==> src/rtl/mrtdm_pkg.sv <==
package mrtdm_pkg;
  localparam int NUM_STREAMS    = 16;
  localparam int SEL_W          = 3;
  localparam int LVL_W          = 2;
  localparam int MAX_LVL        = 2;
  localparam int SHIFT_W        = 2;
  localparam int BYTE_W         = 8;
  localparam int BIT_W          = $clog2(BYTE_W);
  localparam int BASE_CHANNELS  = 32;
  localparam int MAX_CHAN       = BASE_CHANNELS << MAX_LVL;
  localparam int CHAN_W         = $clog2(MAX_CHAN);
  localparam int STREAM_W       = $clog2(NUM_STREAMS);
  localparam int FRAME_BASE     = 512;
  localparam int CNT_W          = $clog2(FRAME_BASE << MAX_LVL);
  localparam int CHANNEL_BUDGET = 512;

  typedef struct packed {
    logic [NUM_STREAMS-1:0]             sample;
    logic [NUM_STREAMS-1:0]             last;
    logic [NUM_STREAMS-1:0][CHAN_W-1:0] chan;
  } strobes_t;
endpackage

==> src/rtl/mrtdm_cfg.sv <==
module mrtdm_cfg
  import mrtdm_pkg::*;
(
  input  logic                                clk,
  input  logic                                rstN,
  input  logic [SEL_W-1:0]                    clkMode,
  input  logic [NUM_STREAMS*SEL_W-1:0]        rateSel,
  output logic                                configError,
  output logic [NUM_STREAMS-1:0]              streamError,
  output logic [NUM_STREAMS-1:0]              streamActive,
  output logic [NUM_STREAMS-1:0][SHIFT_W-1:0] cellShift,
  output logic [CNT_W-1:0]                    frameEnd
);
  localparam int SUM_W = $clog2(NUM_STREAMS * MAX_CHAN + 1);
  localparam logic [SUM_W-1:0] BUDGET  = SUM_W'(CHANNEL_BUDGET);
  localparam logic [SUM_W-1:0] BASE_CH = SUM_W'(BASE_CHANNELS);
  localparam logic [SEL_W-1:0] TOP_CODE = SEL_W'(MAX_LVL);

  logic              clkOk;
  logic [LVL_W-1:0]  clkLevel;
  logic [NUM_STREAMS-1:0] errNext, actNext;
  logic [NUM_STREAMS-1:0][SHIFT_W-1:0] shiftNext;
  logic [NUM_STREAMS-1:0][SUM_W-1:0]   chanNext;
  logic [SUM_W-1:0]  chanSum;
  logic [CNT_W-1:0]  frameNext;

  assign clkOk    = (clkMode <= TOP_CODE);
  assign clkLevel = clkOk ? (LVL_W'(MAX_LVL) - clkMode[LVL_W-1:0]) : '0;

  generate
    for (genvar i = 0; i < NUM_STREAMS; i++) begin : g_stream
      logic [SEL_W-1:0] code;
      logic             codeOk;
      logic             tooFast;
      logic [LVL_W-1:0] lvl;
      assign code         = rateSel[i*SEL_W +: SEL_W];
      assign codeOk       = (code <= TOP_CODE);
      assign lvl          = code[LVL_W-1:0];
      assign tooFast      = codeOk && clkOk && (lvl > clkLevel);
      assign errNext[i]   = !codeOk || tooFast;
      assign actNext[i]   = clkOk && codeOk && !tooFast;
      assign shiftNext[i] = actNext[i] ? SHIFT_W'(clkLevel - lvl + LVL_W'(1)) : SHIFT_W'(1);
      assign chanNext[i]  = actNext[i] ? (BASE_CH << lvl) : '0;
    end
  endgenerate

  always_comb begin
    chanSum = '0;
    for (int i = 0; i < NUM_STREAMS; i++) begin
      chanSum = chanSum + chanNext[i];
    end
  end

  assign frameNext = {CNT_W{1'b1}} >> (LVL_W'(MAX_LVL) - clkLevel);

  always_ff @(posedge clk or negedge rstN) begin
    if (!rstN) begin
      configError  <= 1'b0;
      streamError  <= '0;
      streamActive <= '0;
      cellShift    <= '0;
      frameEnd     <= '0;
    end else begin
      configError  <= !clkOk || (chanSum > BUDGET);
      streamError  <= errNext;
      streamActive <= actNext;
      cellShift    <= shiftNext;
      frameEnd     <= frameNext;
    end
  end
endmodule

==> src/rtl/mrtdm_ctrl.sv <==
module mrtdm_ctrl
  import mrtdm_pkg::*;
(
  input  logic                                clk,
  input  logic                                rstN,
  input  logic                                framePulseN,
  input  logic                                configError,
  input  logic [NUM_STREAMS-1:0]              streamActive,
  input  logic [NUM_STREAMS-1:0][SHIFT_W-1:0] cellShift,
  input  logic [CNT_W-1:0]                    frameEnd,
  output strobes_t                            strb
);
  localparam logic [SHIFT_W:0] BIT_SH = (SHIFT_W+1)'(BIT_W);

  logic [CNT_W-1:0] frameCyc;
  logic             running;
  logic [NUM_STREAMS-1:0]             sampleV, lastV;
  logic [NUM_STREAMS-1:0][CHAN_W-1:0] chanV;

  always_ff @(posedge clk or negedge rstN) begin
    if (!rstN) begin
      frameCyc <= '0;
      running  <= 1'b0;
    end else if (!framePulseN) begin
      frameCyc <= '0;
      running  <= !configError;
    end else if (running) begin
      frameCyc <= frameCyc + CNT_W'(1);
      if (configError || (frameCyc == frameEnd)) running <= 1'b0;
    end
  end

  generate
    for (genvar i = 0; i < NUM_STREAMS; i++) begin : g_tap
      logic [CNT_W-1:0]   phase;
      logic [CNT_W-1:0]   mid;
      logic [BIT_W-1:0]   bitPos;
      logic [SHIFT_W:0]   chanShift;
      assign phase     = frameCyc & ~({CNT_W{1'b1}} << cellShift[i]);
      assign mid       = CNT_W'(1) << (cellShift[i] - SHIFT_W'(1));
      assign bitPos    = BIT_W'(frameCyc >> cellShift[i]);
      assign chanShift = {1'b0, cellShift[i]} + BIT_SH;
      assign sampleV[i] = running && streamActive[i] && (phase == mid);
      assign lastV[i]   = sampleV[i] && (bitPos == {BIT_W{1'b1}});
      assign chanV[i]   = CHAN_W'(frameCyc >> chanShift);
    end
  endgenerate

  assign strb.sample = sampleV;
  assign strb.last   = lastV;
  assign strb.chan   = chanV;
endmodule

==> src/rtl/mrtdm_datapath.sv <==
module mrtdm_datapath
  import mrtdm_pkg::*;
(
  input  logic                   clk,
  input  logic                   rstN,
  input  logic [NUM_STREAMS-1:0] serIn,
  input  strobes_t               strb,
  output logic                   byteValid,
  output logic [BYTE_W-1:0]      byteData,
  output logic [STREAM_W-1:0]    byteStream,
  output logic [CHAN_W-1:0]      byteChannel
);
  logic [NUM_STREAMS-1:0][BYTE_W-1:0] shiftReg, holdData;
  logic [NUM_STREAMS-1:0][CHAN_W-1:0] holdChan;
  logic [NUM_STREAMS-1:0]             pending, grant;
  logic [STREAM_W-1:0]                grantIdx;
  logic                               anyPending;

  assign anyPending = |pending;

  always_comb begin
    grantIdx = '0;
    for (int i = NUM_STREAMS - 1; i >= 0; i--) begin
      if (pending[i]) grantIdx = STREAM_W'(i);
    end
  end

  assign grant = anyPending ? (NUM_STREAMS'(1) << grantIdx) : '0;

  always_ff @(posedge clk or negedge rstN) begin
    if (!rstN) begin
      shiftReg    <= '0;
      holdData    <= '0;
      holdChan    <= '0;
      pending     <= '0;
      byteValid   <= 1'b0;
      byteData    <= '0;
      byteStream  <= '0;
      byteChannel <= '0;
    end else begin
      for (int i = 0; i < NUM_STREAMS; i++) begin
        if (strb.sample[i]) shiftReg[i] <= {shiftReg[i][BYTE_W-2:0], serIn[i]};
        if (strb.last[i]) begin
          holdData[i] <= {shiftReg[i][BYTE_W-2:0], serIn[i]};
          holdChan[i] <= strb.chan[i];
          pending[i]  <= 1'b1;
        end else if (grant[i]) begin
          pending[i]  <= 1'b0;
        end
      end
      byteValid <= anyPending;
      if (anyPending) begin
        byteData    <= holdData[grantIdx];
        byteStream  <= grantIdx;
        byteChannel <= holdChan[grantIdx];
      end
    end
  end
endmodule

==> src/rtl/mrtdm_receiver.sv <==
module mrtdm_receiver
  import mrtdm_pkg::*;
(
  input  logic                         clk,
  input  logic                         rstN,
  input  logic [SEL_W-1:0]             clkMode,
  input  logic [NUM_STREAMS*SEL_W-1:0] rateSel,
  input  logic                         framePulseN,
  input  logic [NUM_STREAMS-1:0]       serIn,
  output logic                         byteValid,
  output logic [BYTE_W-1:0]            byteData,
  output logic [STREAM_W-1:0]          byteStream,
  output logic [CHAN_W-1:0]            byteChannel,
  output logic                         configError,
  output logic [NUM_STREAMS-1:0]       streamError
);
  logic [NUM_STREAMS-1:0]              streamActive;
  logic [NUM_STREAMS-1:0][SHIFT_W-1:0] cellShift;
  logic [CNT_W-1:0]                    frameEnd;
  strobes_t                            strb;

  mrtdm_cfg u_cfg (
    .clk(clk), .rstN(rstN), .clkMode(clkMode), .rateSel(rateSel),
    .configError(configError), .streamError(streamError),
    .streamActive(streamActive), .cellShift(cellShift), .frameEnd(frameEnd)
  );

  mrtdm_ctrl u_ctrl (
    .clk(clk), .rstN(rstN), .framePulseN(framePulseN), .configError(configError),
    .streamActive(streamActive), .cellShift(cellShift), .frameEnd(frameEnd),
    .strb(strb)
  );

  mrtdm_datapath u_dp (
    .clk(clk), .rstN(rstN), .serIn(serIn), .strb(strb),
    .byteValid(byteValid), .byteData(byteData),
    .byteStream(byteStream), .byteChannel(byteChannel)
  );
endmodule

==> config.mk <==
export PLATFORM = sky130hd
export DESIGN_NAME = mrtdm_receiver
export DESIGN_NICKNAME = d
export VERILOG_FILES = /design/src/rtl/mrtdm_pkg.sv /design/src/rtl/mrtdm_cfg.sv /design/src/rtl/mrtdm_ctrl.sv /design/src/rtl/mrtdm_datapath.sv /design/src/rtl/mrtdm_receiver.sv
export SDC_FILE = /design/constraint.sdc
export NUM_CORES = 1
export LEC_CHECK = 0
export ABC_AREA = 0
export BUFFER_PORTS_ARGS = -buffer_cell sky130_fd_sc_hd__buf_2
export CORE_ASPECT_RATIO = 0.9
export CORE_MARGIN = 10
export CORE_UTILIZATION = 67
export DETAILED_ROUTE_END_ITERATION = 10
export HOLD_SLACK_MARGIN = 0.06
export PLACE_DENSITY = 0.86
export SKIP_LAST_GASP = 1
export SYNTH_ARGS = -nofsm -noshare
export SYNTH_HDL_FRONTEND = slang
export SYNTH_SLANG_ARGS = --single-unit
==> constraint.sdc <==
create_clock -name clk -period 3.8 [get_ports clk]
set_clock_uncertainty 0.2 [all_clocks]
set_input_delay 1.14 -clock clk [delete_from_list [all_inputs] [get_ports clk]]
set_output_delay 1.14 -clock clk [all_outputs]
set_load 0.05 [all_outputs]
* Word-level counts from Yosys, hierarchy flattened
Cells that the tools add are included.
** Word-level totals
- Input bits :: 70
- Register bits :: 476
- Word-level logic and storage cells :: 611
** Cells by class
- Order comparisons :: 35
- Shift operators :: 82
- Bitwise gates (word level) :: 32
- Muxes and demuxes :: 91
- Reduce and logical (&&, ||, !) cells :: 165
- Add/subtract/negate cells :: 82
- Eq/ne operators :: 34
** Operator list (number)
- 12-bit 2-to-1 mux :: 16
- 6-bit by 2-bit left shift with 12-bit output, first input constant :: 16
- 11-bit == test :: 17
- 12-bit adder :: 15
- 11-bit bitwise AND :: 16
- 11-bit inverter :: 16
- 1-bit by 2-bit left shift with 11-bit output, first input constant :: 16
- 11-bit by 2-bit left shift with 11-bit output, first input constant :: 16
- 11-bit by 2-bit right shift with 3-bit output :: 16
- 11-bit by 3-bit right shift with 7-bit output :: 16
- 1-bit logical AND :: 96
- 4-bit 2-to-1 mux :: 16
- 3-bit by 2-bit <= comparator with 1-bit output, second input constant :: 17
- 2-bit by 2-bit adder with 3-bit output, second input constant :: 16
- 3-bit == test, second input constant :: 16
- 1-bit 2-to-1 mux :: 35
- 1-bit logical NOT :: 34
- 2-bit 2-to-1 mux :: 17
- 2-bit by 1-bit adder with 2-bit output, second input constant :: 16
- 8-bit binary-select mux with 4-bit select :: 1
- 2-bit > comparator :: 16
- 2-bit nonzero test :: 16
- 2-bit by 1-bit subtractor with 2-bit output, second input constant :: 16
- 2-bit subtractor :: 16
- other kinds (14) :: 33

* Logic depth before layout (Yosys ltp)
Gate-level depths: netlist of the first run.
- Depth in word-level cells :: 24
- Mapped depth :: 31

* By module
A second synthesis of the first run with hierarchy kept.
** Unflattened totals
- Cells, all modules :: 2428
- Area, all modules :: 27841.7 um2
** Modules (own cells, without submodules)
- mrtdm_datapath :: instances 1, area an instance 17259.1 um2, cells each 1299, sequential area each 9709.3 um2
- mrtdm_cfg :: instances 1, area an instance 5611.6 um2, cells each 563, sequential area each 1726.7 um2
- mrtdm_ctrl :: instances 1, area an instance 4971.0 um2, cells each 566, sequential area each 300.3 um2

* Least setup slack after synthesis of the first run
OpenSTA, ideal clock, no wires.
- Path kind :: input port to flip-flop
- Start :: in clkMode[0]
- End :: reg u_cfg.configError
- Arrival time :: 8776 ps
- Path buffers :: 3
- Stages :: 28
- Setup slack :: -5326 ps
- Cell sequence :: clkbuf_1 buf_2 inv_1 ha_1 inv_1 a21oi_1 clkbuf_1 nand2_1 inv_1 fa_1 a21oi_1 a2111o_1 or3_1 fa_1 inv_1 fa_1 fa_1 fa_1 fa_1 fa_1 ha_1 inv_1 fa_1 inv_1 a21o_1 a21oi_1 xnor2_1 o2111ai_1
** Between the ends
- Cells in the longest elaborated chain, start to end :: 24
- Elaborated cells between the ends (all ways) :: 117
** Ends and longest elaborated chain
- from (decl) :: RTL line mrtdm_receiver.sv:6 : input logic [SEL_W-1:0] clkMode,
- 3-bit by 2-bit <= comparator with 1-bit output / 2-bit subtractor (equally long branches) :: RTL line mrtdm_cfg.sv:27, mrtdm_cfg.sv:28
- 2-bit 2-to-1 mux :: RTL line mrtdm_cfg.sv:28 : assign clkLevel = clkOk ? (LVL_W'(MAX_LVL) - clkMode[LVL_W-1:0]) : '0;
- 2-bit > comparator :: RTL line mrtdm_cfg.sv:39 : assign tooFast = codeOk && clkOk && (lvl > clkLevel);
- 1-bit logical AND :: RTL line mrtdm_cfg.sv:39
- 1-bit logical NOT :: RTL line mrtdm_cfg.sv:41 : assign actNext[i] = clkOk && codeOk && !tooFast;
- 1-bit logical AND :: RTL line mrtdm_cfg.sv:41
- 12-bit 2-to-1 mux :: RTL line mrtdm_cfg.sv:43 : assign chanNext[i] = actNext[i] ? (BASE_CH << lvl) : '0;
- 12-bit adder (15 in series) :: RTL line mrtdm_cfg.sv:50 : chanSum = chanSum + chanNext[i];
- 12-bit by 10-bit > comparator with 1-bit output :: RTL line mrtdm_cfg.sv:64 : configError <= !clkOk || (chanSum > BUDGET);
- 1-bit logical OR * :: RTL line mrtdm_cfg.sv:64
- to (signal assigned) :: RTL line mrtdm_cfg.sv:64
- to (decl) :: RTL line mrtdm_cfg.sv:8 : output logic configError,
Every way passes the cells marked *; elsewhere a longest branch is shown, timed or not.
A chain may end at the register's enable or synchronous reset.

* Worst setup path after layout of the first run
Ends and elaborated chain as after synthesis.

==> metrics.cfg, run 1 <==
[synthesis]
ys_seq_elements=469
avgSynthCellArea_um2=11.2
yosysSeqAreaShare_pct=44.6
yosys_warnings=0
syn_area_um2=26300
synth_edf_count=0
synthArstFlopShare_pct=100
synthCells=2361
ys_types=79
yosys_most_used_dff=dfrtp_1

[worst_setup_path]
worstPathRequired_ns=4.05
crit_type=in2reg
slowest_stage=fa_1
critPathLaunchType=primary input
arrival_ns=7.39
rrSetupSlack_ns=0.39
crit_path_end_kind=register
critical_path.max_fanout=5
cpMostUsedCell=fa_1
cpPeakStageDelay_ns=0.57

[routing]
wl_um=74800
num_vias=20200
viasPerCell=6.54
drtPass1Iterations=7
drtIter0Drc=2289
drc=0
routedWlPerCell_um=24.2
drtAntennaViolNets=0

[timing]
hold_violations=0
fin_ws_ns=-3.34
drv_slew=0
timing.hold.ws_ns=0.256
tightest_slew_ns=1.09
period_minus_slack_ns=7.14
finalCritPeriodShare_pct=188
maxSlewHeadroom_pct=27.2
setup_tns_ns=-3.34
rsz0062_at_grt=yes
clock.fmax_mhz=140
finalSetupViolCount=1

[status]
status=finished with violations
violations=negative setup slack

[run]
maxCapViolations=0

[floorplanning]
row_count=68
die_w_um=229
die-area_um2=47700
die_y_um=208
fp.coreArea_um2=38600
num_io_pins=107
start_util_pct=68.2

[clock_network]
cts_tree=built
clk_pin_slew_ns=0.07
cts_sinks=469
clock_latency_ns=0.60
cts_max_level=2
clockRootBuffer=clkbuf_16
cts_hold_buf=0
cts_made_buffers=47
clock_path_buffers=3

[power_and_ir_drop]
peakVddDrop_v=0.000370
leakage_nw=14.6
power_w=0.0108
powerDensity_nw_per_um2=361

[global_routing]
grt_start_max_net_pins=87
antenna_found_initial=0
grt_pass1_wl_um=119000
grt_pass1_vias=21200
grtUsageTotal_pct=31.2
overflow=0

[placement]
dpl.hpwl_um=52500
gp_congestion=0.939
port_buffers=106

[final_layout]
drive_above_1_share_pct=28.8
syn_to_final_growth_pct=14.1
diodes=0
final_nets=2709

[worst_hold_path]
hold_path_class=in2async

-- cell usage after synthesis, types with 19 or more instances --
library cell	instances	area (µm²)
or3_1	25	156
nor2_1	89	334
o22ai_1	21	131
mux4_2	24	541
inv_1	100	375
o211ai_1	19	143
xnor2_1	25	219
a31oi_1	22	138
mux2i_1	109	1090
and3_1	43	269
ha_1	35	438
a221o_1	23	230
clkbuf_1	114	428
nand3_1	21	105
o21ai_0	121	606
buf_2	41	205
mux2_2	249	2800
o21ai_1	28	140
a211oi_1	23	173
fa_1	68	1360
a21oi_1	93	465
nor2b_1	25	156
nand2_1	235	882
dfrtp_1	469	11700
mux2_1	118	1330
-- cell families after synthesis --
kind of cell             after synthesis  synth area share [%]
flip-flops                           469                  44.6
XOR/XNOR                              31                  1.03
AND/OR/NAND/NOR                      515                  9.57
other                                  2                0.0285
multiplexers                         501                  21.9
AO/OA/AOI/OAI                        439                  10.9
buffers and inverters                301                  5.13
adder cells (fa/ha/maj)              103                  6.83
-- stage by stage --
step / area [µm²] / instances / setup slack (ns) / utilization [%]
after global placement: 28400 / 3005 / -3.69 / 73.5
after CTS: 29900 / 3091 / -3.24 / 77.5
after detailed placement: 28400 / 3005 / -3.84 / 73.5
final: 30100 / 3096 / -3.34 / 77.8
after floorplan: 26500 / 2376 / -4.04 / -
after global routing: 30100 / 3096 / -3.52 / 77.8
-- power breakdown --
part           switching [W]  internal, W  total, W  leakage, nW
combinational       0.000659     0.000473   0.00113         7.54
clock                0.00201      0.00262   0.00462        0.741
sequential         0.0000565      0.00503   0.00509         6.36
total                0.00272      0.00812    0.0108         14.6
-- final timing paths --
path | from | end | cells after the start
worst max-delay path | clkMode[0] | u_cfg.configError$_DFF_PN0_ | 29
worst min-delay path | rstN | u_dp.holdChan[84]$_DFFE_PN0P_ | 1
worst max register to register | u_dp.pending[15]$_DFFE_PN0P_ | u_dp.byteChannel[0]$_DFFE_PN0P_ | 9
worst min register to register | u_dp.byteStream[1]$_DFFE_PN0P_ | u_dp.byteStream[1]$_DFFE_PN0P_ | 2
max in group asynchronous | rstN | u_dp.shiftReg[40]$_DFFE_PN0P_ | 3
min in group clk | u_dp.byteStream[1]$_DFFE_PN0P_ | u_dp.byteStream[1]$_DFFE_PN0P_ | 2
-- cells in the final DEF (no fill, tap or decap), types with 24 or more instances in the layout --
master	Yosys	layout
o21ai_1	28	28
mux2_2	249	249
ha_1	35	33
xnor2_1	25	25
buf_4	11	187
fa_1	68	57
mux2i_1	109	109
inv_1	100	92
mux2_1	118	118
buf_2	41	105
clkbuf_16	0	47
nand2_1	235	234
dfrtp_1	469	468
o21ai_0	121	121
mux4_2	24	24
nor2b_1	25	25
a21oi_1	93	85
and3_1	43	42
nor2_1	89	79
-- registers in the layout, summed over array words and instances (netlist names) --
name and flops:
u_dp.byteValid 1, u_cfg.cellShift 32, u_ctrl.frameCyc 11, u_dp.byteStream 4, u_cfg.configError 1, u_cfg.streamError 16, u_dp.shiftReg 112, u_cfg.streamActive 16
u_dp.pending 16, u_ctrl.running 1, u_dp.byteData 8, u_dp.holdChan 112, u_dp.byteChannel 7, u_cfg.frameEnd 4, u_dp.holdData 128
-- worst max-delay path, delay by kind of cell --
kind / cells / cell delay [ns]
buffers and inverters: 10 / 0.84
AO/OA/AOI/OAI: 6 / 0.86
adder cells (fa/ha/maj): 10 / 3.91
XOR/XNOR: 1 / 0.18
AND/OR/NAND/NOR: 2 / 0.45
-- per-layer routing --
metal  vias to the layer above  GRT usage, %  share of wire [%]
li1                       8669             -                  -
met1                     10200          40.5                 39
met2                      1154          50.0                 47
met3                       255          6.18                9.2
met4                         0          14.6                4.8
met5                         -             0                  0
-- area by class of cell --
type / count / area [µm²]
multi-input combinational: 1606 / 13500
timing repair buffer: 309 / 2250
clock buffer: 67 / 1350
fill: 2447 / 8570
inverter: 103 / 393
clock inverter: 17 / 171
tap: 525 / 657
sequential: 469 / 11700
-- timing repair --
action                                  in CTS  in global routing
endpoints found under the setup margin       1                  1
setup buffers                                2                  5
gates resized for setup                      4                 33
pin swaps                                    3                 15
Power figures use the tool's default switching activity.
==> run 2, diff against run 1 <==
Settings changed: CTS_BUF_LIST from default to sky130_fd_sc_hd__clkbuf_4 sky130_fd_sc_hd__clkbuf_8.
==> run 2 against run 1 <==
  * The flow still finishes with violations (negative setup slack)
  * Register-to-register slack better by 0.02 ns
  * Non-clock buffer count up 4
  * Hold slack worse by 0.065 ns
  * Count of clock-buffer cells in the layout up 47
  * Final area up 0.54%
  * Critical path type unchanged
  * Largest power group unchanged
==> metrics.cfg, run 2 (synthesis gave the netlist of run 1 again) <==
[worst_setup_path]
cp_top_family=adder cells
critPathLaunchType=primary input
crit_path_end_kind=register
arrival_ns=7.32
cpPeakStageDelay_ns=0.61
critical_path.max_fanout=5
worstPathRequired_ns=4.12
slowest_stage=fa_2
crit_type=in2reg
cpMostUsedCell=fa_2
cp_num_buf_inv=9

[timing]
period_minus_slack_ns=7.00
tightest_slew_ns=1.06
drv_slew=0
rsz0062_at_grt=yes
fin_ws_ns=-3.20
finalCritPeriodShare_pct=184
hold_violations=0
finalSetupViolCount=1
clock.fmax_mhz=143
maxSlewHeadroom_pct=29.2

[final_layout]
final_nets=2741
design_area_um2=30200
syn_to_final_growth_pct=14.7
fin_util_pct=78.2
reg_top3=u_dp.holdData x128, u_dp.holdChan x112, u_dp.shiftReg x112
diodes=0
final_common_cell=dfrtp_1
regMostFlops=u_dp.holdData
largest_register_ffs=128
drive_above_1_share_pct=30.9
layout_common_cells=dfrtp_1 (468), mux2_2 (249), nand2_1 (233)

[clock_network]
cts_made_buffers=75
clock_latency_ns=0.67
cts_sinks=469
clk_pin_slew_ns=0.06
cts_max_level=3
cts_tree=built
clock_path_buffers=3
clockRootBuffer=clkbuf_8

[floorplanning]
die_y_um=208
fp.coreArea_um2=38600
num_io_pins=107
row_count=68
die-area_um2=47700
start_util_pct=68.2
die_w_um=229

[routing]
drtIter0Drc=2470
routedWlPerCell_um=24.0
drtPass1Iterations=8
num_vias=20300
drtAntennaViolNets=0
wl_um=75500
viasPerCell=6.47
drc=0

[global_routing]
overflow=0
antenna_found_initial=1
grtUsageTotal_pct=31.6
grt_pass1_vias=21800
grt_start_max_net_pins=87
grt_pass1_wl_um=120000

[worst_hold_path]
hold_path_class=in2async

[status]
status=finished with violations
violations=negative setup slack

[power_and_ir_drop]
peakVddDrop_v=0.000335
powerDensity_nw_per_um2=363
power_w=0.0110
leakage_nw=14.8

[placement]
port_buffers=106
dpl.hpwl_um=52500
place_area_um2=28400
gp_congestion=0.939

[run]
maxCapViolations=0

==> run 2: layout make-up <==
cell class,count,area [µm²]
multi-input combinational,1606,13500
clock buffer,114,1430
tap,525,657
clock inverter,14,188
sequential,469,11700
timing repair buffer,313,2280
inverter,103,395
fill,2369,8400
==> run 2: report_power, final <==
| part | switching [W] | total (W) | internal, W |
|---|---|---|---|
| registers | 0.0000571 | 0.00509 | 0.00504 |
| logic | 0.000653 | 0.00113 | 0.000473 |
| clock network | 0.00206 | 0.00474 | 0.00267 |
==> run 2: stage by stage <==
| stage | hold WS [ns] | instances | setup TNS, ns | worst slack [ns] |
|---|---|---|---|---|
| 2_1_floorplan | 0.241 | 2376 | -4.04 | -4.04 |
| 3_3_place_gp | 0.257 | 3005 | -3.69 | -3.69 |
| 3_5_place_dp | 0.266 | 3005 | -3.84 | -3.84 |
| 4_1_cts | 0.175 | 3139 | -3.12 | -3.12 |
| 5_1_grt | 0.189 | 3144 | -3.33 | -3.33 |
| 6_report | 0.192 | 3144 | -3.20 | -3.20 |
==> run 2: path summary, 6_finish.rpt <==
path	startpoint	depth (start not counted)	end	slack [ns]
min reg2reg	u_dp.holdChan[38]$_DFFE_PN0P_	2	u_dp.holdChan[38]$_DFFE_PN0P_	0.29
max reg2reg	u_dp.pending[15]$_DFFE_PN0P_	9	u_dp.byteChannel[0]$_DFFE_PN0P_	0.41
min	rstN	1	u_dp.shiftReg[81]$_DFFE_PN0P_	0.19
min in group clk	u_dp.holdChan[38]$_DFFE_PN0P_	2	u_dp.holdChan[38]$_DFFE_PN0P_	0.29
max in group asynchronous	rstN	3	u_dp.shiftReg[34]$_DFFE_PN0P_	2.22
max	clkMode[0]	28	u_cfg.configError$_DFF_PN0_	-3.20
==> run 2: repair_timing <==
| action | 4_1_cts | 5_1_grt |
|---|---|---|
| setup endpoints to repair | 1 | 1 |
| setup buffers | 6 | 6 |
| pin swaps | 21 | 23 |
| hold buffers | 0 | 0 |
| gates resized for setup | 38 | 17 |
==> run 2: layer usage <==
metal	share of wire (%)	GRT usage (%)	up-vias
met5	0	0	-
met4	4.9	15.5	0
met3	9.2	7.20	266
met2	47	50.4	1155
met1	39	40.1	10200
li1	-	-	8736
